File: config.mk
export PLATFORM = sky130hd
export DESIGN_NAME = baud_gen
export DESIGN_NICKNAME = d
export VERILOG_FILES = /design/src/rtl/bgen_pkg.sv /design/src/rtl/bgen_regif.sv /design/src/rtl/bgen_prescale.sv /design/src/rtl/bgen_counter.sv /design/src/rtl/baud_gen.sv
export SDC_FILE = /design/constraint.sdc
export NUM_CORES = 1
export LEC_CHECK = 0
export BUFFER_PORTS_ARGS = -buffer_cell sky130_fd_sc_hd__buf_2
export CORE_ASPECT_RATIO = 1.25
export CORE_UTILIZATION = 54
export DETAILED_ROUTE_END_ITERATION = 8
export GPL_ROUTABILITY_DRIVEN = 0
export PLACE_DENSITY = 0.79
export SYNTH_ARGS = -nofsm -noshare
export SYNTH_HDL_FRONTEND = slang
export SYNTH_SLANG_ARGS = --single-unit
File: constraint.sdc
create_clock -name clk -period 2.8 [get_ports clk]
set_clock_uncertainty 0.2 [all_clocks]
set_input_delay 0.42 -clock clk [delete_from_list [all_inputs] [get_ports clk]]
set_output_delay 0.42 -clock clk [all_outputs]
set_load 0.02 [all_outputs]
File: src/rtl/bgen_pkg.sv
package bgen_pkg;
    localparam int DIV_W   = 12;
    localparam int PRE_W   = 4;
    localparam int REG_W   = 32;
    localparam int PRE_BIT = 0;
    localparam int DIV_LSB = 1;
    localparam int EN_BIT  = 16;
    localparam int RST_BIT = 17;

    typedef struct packed {
        logic             en;
        logic             pre;
        logic [DIV_W-1:0] div;
    } cfg_t;
endpackage

File: src/rtl/bgen_regif.sv
module bgen_regif
    import bgen_pkg::*;
(
    input  logic             clk,
    input  logic             rst_n,
    input  logic             wr,
    input  logic [REG_W-1:0] wdata,
    input  logic             term,
    output cfg_t             cfg_q_o,
    output cfg_t             cfg_nxt_o,
    output logic             load,
    output logic [REG_W-1:0] rdata
);
    typedef struct packed {
        cfg_t act;
        cfg_t pend;
        logic pend_v;
        cfg_t shadow;
        logic clr;
    } rif_t;

    rif_t s_d, s_q;
    cfg_t w;
    logic w_rst;

    always_comb begin
        w.en  = wdata[EN_BIT];
        w.pre = wdata[PRE_BIT];
        w.div = wdata[DIV_LSB +: DIV_W];
        w_rst = wdata[RST_BIT];

        s_d     = s_q;
        s_d.clr = 1'b0;
        load    = 1'b0;

        if (wr && (!s_q.act.en || !w.en || w_rst)) begin
            s_d.act    = w;
            s_d.pend_v = 1'b0;
            load       = 1'b1;
        end else begin
            if (wr) begin
                s_d.pend   = w;
                s_d.pend_v = 1'b1;
            end
            if (term && (wr || s_q.pend_v)) begin
                s_d.act    = wr ? w : s_q.pend;
                s_d.pend_v = 1'b0;
            end
        end

        if (wr) begin
            s_d.shadow = w;
            s_d.clr    = w_rst;
        end

        rdata                     = '0;
        rdata[PRE_BIT]            = s_q.shadow.pre;
        rdata[DIV_LSB +: DIV_W]   = s_q.shadow.div;
        rdata[EN_BIT]             = s_q.shadow.en;
        rdata[RST_BIT]            = s_q.clr;

        cfg_q_o   = s_q.act;
        cfg_nxt_o = s_d.act;
    end

    always_ff @(posedge clk) begin
        if (!rst_n) s_q <= '0;
        else        s_q <= s_d;
    end
endmodule

File: src/rtl/bgen_prescale.sv
module bgen_prescale #(
    parameter int PRE_W = bgen_pkg::PRE_W
) (
    input  logic clk,
    input  logic rst_n,
    input  logic en,
    input  logic sel,
    input  logic load,
    output logic ce
);
    logic [PRE_W-1:0] pre_d, pre_q;

    assign ce = !sel || (pre_q == {PRE_W{1'b1}});

    always_comb begin
        if (load || !en || !sel) pre_d = '0;
        else                     pre_d = pre_q + 1'b1;
    end

    always_ff @(posedge clk) begin
        if (!rst_n) pre_q <= '0;
        else        pre_q <= pre_d;
    end
endmodule

File: src/rtl/bgen_counter.sv
module bgen_counter #(
    parameter int DIV_W = bgen_pkg::DIV_W
) (
    input  logic             clk,
    input  logic             rst_n,
    input  logic             en,
    input  logic             ce,
    input  logic             load,
    input  logic [DIV_W-1:0] nxt_div,
    output logic             term,
    output logic             tick,
    output logic             baud,
    output logic [DIV_W-1:0] cnt_o
);
    typedef struct packed {
        logic [DIV_W-1:0] cnt;
        logic             tick;
        logic             baud;
    } cnt_t;

    cnt_t s_d, s_q;

    assign term = en && ce && (s_q.cnt == '0);

    always_comb begin
        s_d      = s_q;
        s_d.tick = 1'b0;
        if (load || !en) begin
            s_d.cnt  = nxt_div;
            s_d.baud = 1'b0;
        end else if (ce) begin
            if (s_q.cnt == '0) begin
                s_d.tick = 1'b1;
                s_d.baud = ~s_q.baud;
                s_d.cnt  = nxt_div;
            end else begin
                s_d.cnt = s_q.cnt - 1'b1;
            end
        end
    end

    always_ff @(posedge clk) begin
        if (!rst_n) s_q <= '0;
        else        s_q <= s_d;
    end

    assign tick  = s_q.tick;
    assign baud  = s_q.baud;
    assign cnt_o = s_q.cnt;
endmodule

File: src/rtl/baud_gen.sv
module baud_gen
    import bgen_pkg::*;
(
    input  logic             clk,
    input  logic             rst_n,
    input  logic             reg_wr,
    input  logic [REG_W-1:0] reg_wdata,
    output logic [REG_W-1:0] reg_rdata,
    output logic             tick,
    output logic             baud_clk
);
    cfg_t             cfg_q, cfg_nxt;
    logic             load, term, ce;
    logic [DIV_W-1:0] cnt_val;

    bgen_regif u_regif (
        .clk      (clk),
        .rst_n    (rst_n),
        .wr       (reg_wr),
        .wdata    (reg_wdata),
        .term     (term),
        .cfg_q_o  (cfg_q),
        .cfg_nxt_o(cfg_nxt),
        .load     (load),
        .rdata    (reg_rdata)
    );

    bgen_prescale #(.PRE_W(PRE_W)) u_pre (
        .clk  (clk),
        .rst_n(rst_n),
        .en   (cfg_q.en),
        .sel  (cfg_q.pre),
        .load (load),
        .ce   (ce)
    );

    bgen_counter #(.DIV_W(DIV_W)) u_cnt (
        .clk    (clk),
        .rst_n  (rst_n),
        .en     (cfg_q.en),
        .ce     (ce),
        .load   (load),
        .nxt_div(cfg_nxt.div),
        .term   (term),
        .tick   (tick),
        .baud   (baud_clk),
        .cnt_o  (cnt_val)
    );
endmodule

Word-level counts from Yosys, hierarchy flattened:

Cells that the tools add are included.

* bits in registers: 62
* input bits: 35
* output and inout port bits: 34
* word-level logic and storage cells: 53

* add/sub/neg operators: 2
* equal/unequal tests: 1
* muxes and demuxes: 8
* bitwise logic cells: 4
* reduce and logical (&&, ||, !) cells: 23

Operators with widths (count)
* $mux 14: 4
* $mux 12: 2
* $logic_not 12->1: 1
* $sub 12x1->12 const B: 1
* $logic_or 1x1->1: 6
* $reduce_and 2->1: 3
* $reduce_or 3->1: 2
* $add 4x1->4 const B: 1
* $eq 4x4->1 const B: 1
* $logic_and 1x1->1: 4
* $not 1->1: 4
* $reduce_bool 2->1: 2
* $reduce_or 2->1: 2
* $logic_not 1->1: 3
* $mux 2: 1
* $mux 1: 1

Logic depth before layout (Yosys ltp):

* depth after elaboration: 10
* depth in mapped cells: 8
* mapped depth without buffers: 7

Modules after synthesis:

A second synthesis with hierarchy kept.

* cells, all modules: 414
* area total of the unflattened synthesis: 3510.9 um^2

Modules (own cells, without submodules)
* bgen_regif: times used 1, cells an instance 273, area each 2362.3 um^2, seq. area each 880.8 um^2
* bgen_counter: times used 1, cells an instance 125, area each 997.2 um^2, seq. area each 280.3 um^2
* bgen_prescale: times used 1, cells an instance 16, area each 151.4 um^2, seq. area each 80.1 um^2

Worst setup path after synthesis:

No wires, ideal clock.

* kind: flip-flop to flip-flop
* start: register u_cnt.s_q (netlist bit u_cnt.cnt_o[4])
* end: register u_cnt.s_q (netlist bit u_cnt.cnt_o[1])
* library setup time: 0.140 ns
* arrival time: 2.106 ns
* data required time: 2.460 ns
* setup slack: 0.354 ns
* cell stages (with the launch flop): 8
* path buffers: 2
* clock period less this slack: 2.446 ns
* cell sequence: dfxtp_1 > buf_6 > or4_4 > buf_6 > or3_4 > o211a_1 > o41ai_1 > a221oi_1

* longest elaborated chain between the ends: 8

Ends and longest elaborated chain
* from (decl): RTL line bgen_counter.sv:21 `cnt_t s_d, s_q;`
* from (signal assigned): RTL line bgen_counter.sv:43 `if (!rst_n) s_q <= '0;`
* from (signal assigned): RTL line bgen_counter.sv:44 `else s_q <= s_d;`
* $logic_not 12->1 (*): RTL line bgen_counter.sv:23, bgen_counter.sv:32
* $logic_and 1x1->1: RTL line bgen_counter.sv:23 `assign term = en && ce && (s_q.cnt == '0);`
* $logic_and 1x1->1: RTL line bgen_regif.sv:45 `if (term && (wr || s_q.pend_v)) begin`
* $mux 14: RTL line bgen_regif.sv:45
* $mux 14: RTL line bgen_regif.sv:36 `if (wr && (!s_q.act.en || !w.en || w_rst)) begin`
* $mux 12: RTL line bgen_counter.sv:32 `if (s_q.cnt == '0) begin`
* $mux 14: RTL line bgen_counter.sv:31 `end else if (ce) begin`
* $mux 12 (*): RTL line bgen_counter.sv:28 `if (load || !en) begin`

Mark *: on every way between the ends. The rest lies on a longest branch, timed or not. The select of a mux whose other input is x is not followed.
A chain may end at the register's enable or synchronous reset.

Worst setup path in the final report:

* start: register u_cnt.s_q (netlist bit u_cnt.cnt_o[0])
* end: register u_cnt.s_q (netlist bit u_cnt.cnt_o[3])

* longest elaborated chain between the ends: 8
* elaborated cells between the ends (all ways): 9

Ends and longest elaborated chain (RTL line)
* branches (longest 7 deep; another with $sub 12x1->12)
* $mux 12 (*): bgen_counter.sv:28

Mark *: on every way between the ends. The select of a mux whose other input is x is not followed.

==> results by group <==
Drt
  – Initial DRC count: 190
  – Total number of vias: 2,756
  – DR WL/cell: 15.3 µm
  – WL final: 7220 µm
  – Pre-antenna DRT Iters: 4
  – Antenna-violating nets left: 0
  – Vias per cell: 5.85
  – Residual DRC: 0

Critical path
  – CP peak stage delay: 0.43 ns
  – Worst Setup Path Type: flop to flop
  – Buf+Inv Stages, Crit Path: 1
  – Worst Path Required: 2.83 ns
  – Worst EP arrival: 2.70 ns
  – Largest delay share family, worst path: compound AO/OA/AOI/OAI gates
  – Critical R2R Launch: u_cnt.cnt_o[0]
  – Crit path max fanout: 7
  – CP cell instances: inv_1 -> ha_1 -> or3b_1 -> a211o_1 -> o21ai_4 -> mux2i_1 -> o22ai_1
  – Setup crit start kind: flop
  – Worst setup EP type: flop
  – Slowest stage cell, crit path: a211o_1
  – CP Launch Point: u_cnt.cnt_o[0]

GRT
  – Grt ovf: 0
  – GRT Util Overall: 0.250
  – Initial antenna violation count: 0
  – First-pass GRT wire length: 11,900 µm
  – Largest net degree at the start of global routing: 26
  – Vias in the first global route: 2,519

Synthesis
  – Synth top area cells: dfxtp_1, buf_4, nand2_1, a21oi_1, mux2i_1
  – Prevailing post-synth register cell: dfxtp_1
  – Mux share of post-synthesis cell area: 0.0413
  – Syn Area/Cell: 8.24 µm²
  – Post-synthesis async set-or-reset flop share: 0
  – Synth Cell Area: 0.00315 mm²
  – Sequential-to-total area share from yosys stat: 0.394
  – Seq cells post-synth: 62
  – Number of synthesized flops with an enable pin: 0
  – Simple-gate share of the synthesized area: 0.201
  – Warnings from Yosys: 0
  – Post-Syn Instances: 382
  – Synth top area share: 0.394
  – Synth Area in Adders: 0.00795
  – Post-synth top area cell: dfxtp_1
  – Unique cell type count in the Yosys netlist: 62
  – Main combinational cell family by area after synthesis: compound AO/OA/AOI/OAI gates
  – Complex-gate fraction of the synthesized area: 0.209
  – Synth Area in XOR/XNOR: 0.0139

Clock tree
  – CTS max path bufs: 2
  – Post-CTS Resized: 0
  – Clk pin slew, worst setup/hold paths: 0.07 ns
  – TritonCTS clock tree: built
  – Setup Buffers After CTS: 0
  – Root buffer cell: clkbuf_8
  – Number of buffers created by CTS: 9
  – Clock Latency Late Sink: 0.35 ns
  – Clk sinks: 62
  – H-tree Lvls: 3
  – Hold_buf cts: 0

Floorplanning
  – Starting density of the core: 0.571
  – Core area: 0.00552 mm²
  – Die area: 0.00614 mm²
  – Die Wd: 70.3 µm
  – Ports: 69
  – Die Ht: 87.4 µm
  – Num rows: 30

Final layout
  – Nets@finish: 439
  – Final core utilization: 0.618
  – P&R area growth vs syn: 8.39%
  – Layout cell share with drive strength beyond 1: 0.179
  – # diodes: 0
  – Cell area after layout: 0.00341 mm²

Worst hold path
  – HP Class: input port to flop
  – Hold wc startpoint: reg_wdata[10]

Power and ir drop
  – Cell Pwr Density: 673 mW/mm²
  – Lkg Pwr: 1.42 nW
  – Max VDD drop: 0.702 mV

STA
  – Rel. slew slack: 0.498
  – Max-slew violation count: 0
  – Setup violations, final: 0
  – Hold_ws: 0.116 ns
  – Period utilisation layout: 0.954
  – Fin. Hold Viols: 0
  – Min Tclk post-route: 2.67 ns
  – RSZ-0062 raised after global routing: false
  – FMAX: 0.374 GHz
  – Worst Tran Pin Value: 0.745 ns
  – Setup ws final: 0.129 ns
  – Setup TNS: 0 ns

Placed design
  – Post-DP HPWL: 5040 µm
  – Port Buffers: 34
  – DP Area: 0.00319 mm²
  – DP Worst Slack: 0.192 ns

Status
  – Outcome: finished, final reports clean

Job
  – Total of max-cap violations: 0
==> power breakdown <==
group	internal [mW]	switching, mW	leakage [nW]
Combinational	0.166	0.292	0.806
Sequential	0.926	0.0363	0.507
Clock	0.522	0.354	0.108
Total	1.61	0.682	1.42
==> cell type report <==
cell class                 instances  area, µm²
timing repair buffer              46        260
sequential                        62       1240
tap                               64       80.1
clock inverter                     6       85.1
inverter                          14       52.6
multi-input combinational        269       1560
clock buffer                      10        138
fill                             487       2110
==> metrics by stage <==
step,power [mW],std cells
6_report,2.30,471
5_1_grt,2.39,471
4_1_cts,2.30,471
3_5_place_dp,1.43,455
3_3_place_gp,1.42,455
2_1_floorplan,1.35,398
==> final timing paths <==
path	to	slack [ns]	cells after the start
max	u_cnt.cnt_o[3]	0.13	7
min	u_regif.s_q[25]	0.12	3
max reg2reg	u_cnt.cnt_o[3]	0.13	7
min reg2reg	u_regif.s_q[16]	0.25	2
==> tightest hold or removal path, cell delays in order <==
cell and delay [ns]:
buf_2 0.10, nand2_1 0.05, a21oi_1 0.05
==> placed cells by master (no fill, tap or decap), drive strengths merged, types with 4 or more instances in the layout <==
cell type / synthesis / layout
nor2: 33 / 33
mux2i: 13 / 13
nand3: 11 / 11
o22ai: 5 / 5
inv: 14 / 14
nor4: 7 / 7
buf: 39 / 46
o21ai: 18 / 18
o31ai: 5 / 5
nand2: 52 / 52
a211oi: 5 / 5
dfxtp: 62 / 62
a21oi: 28 / 28
conb: 1 / 17
a221oi: 5 / 5
and3: 6 / 6
o211ai: 4 / 4
clkbuf: 14 / 10
nor3: 10 / 10
or2: 4 / 4
==> synthesized netlist by cell type, types with 3 or more instances <==
master,number
clkbuf_1,12
buf_4,33
o21ai_0,16
inv_1,13
dfxtp_1,62
mux2i_1,13
nor3_1,9
a21boi_0,3
a22oi_1,3
nand3_1,11
o211ai_1,4
nor2_1,33
and3_1,6
buf_1,3
o22ai_1,5
o221ai_1,3
nand2_1,52
nor4_1,7
a221oi_1,4
o31ai_1,5
a211o_1,3
xor2_1,3
a211oi_1,5
a21oi_1,28
==> sequential cells by signal, summed over array words and instances (netlist names) <==
signal           cells
u_cnt.baud           1
u_cnt.tick           1
u_pre.pre_q          4
u_regif.rdata       15
u_cnt.cnt_o         12
u_regif.cfg_q_o     14
u_regif.s_q         15
==> layer usage <==
metal  share of wire  routed length [µm]  vias up  track usage
met5               0                   0        -            0
met4           0.030                 218        0        0.149
met3           0.066                 476       22       0.0451
met2            0.50                3580      133        0.411
met1            0.41                2940     1255        0.304
li1                -                   -     1346            -
==> kinds of logic after synthesis <==
family | after synthesis
AO/OA/AOI/OAI | 97
other | 1
adder cells (fa/ha/maj) | 2
multiplexers | 13
flip-flops | 62
AND/OR/NAND/NOR | 135
buffers and inverters | 67
XOR/XNOR | 5
(Power assumes the default switching activity.)
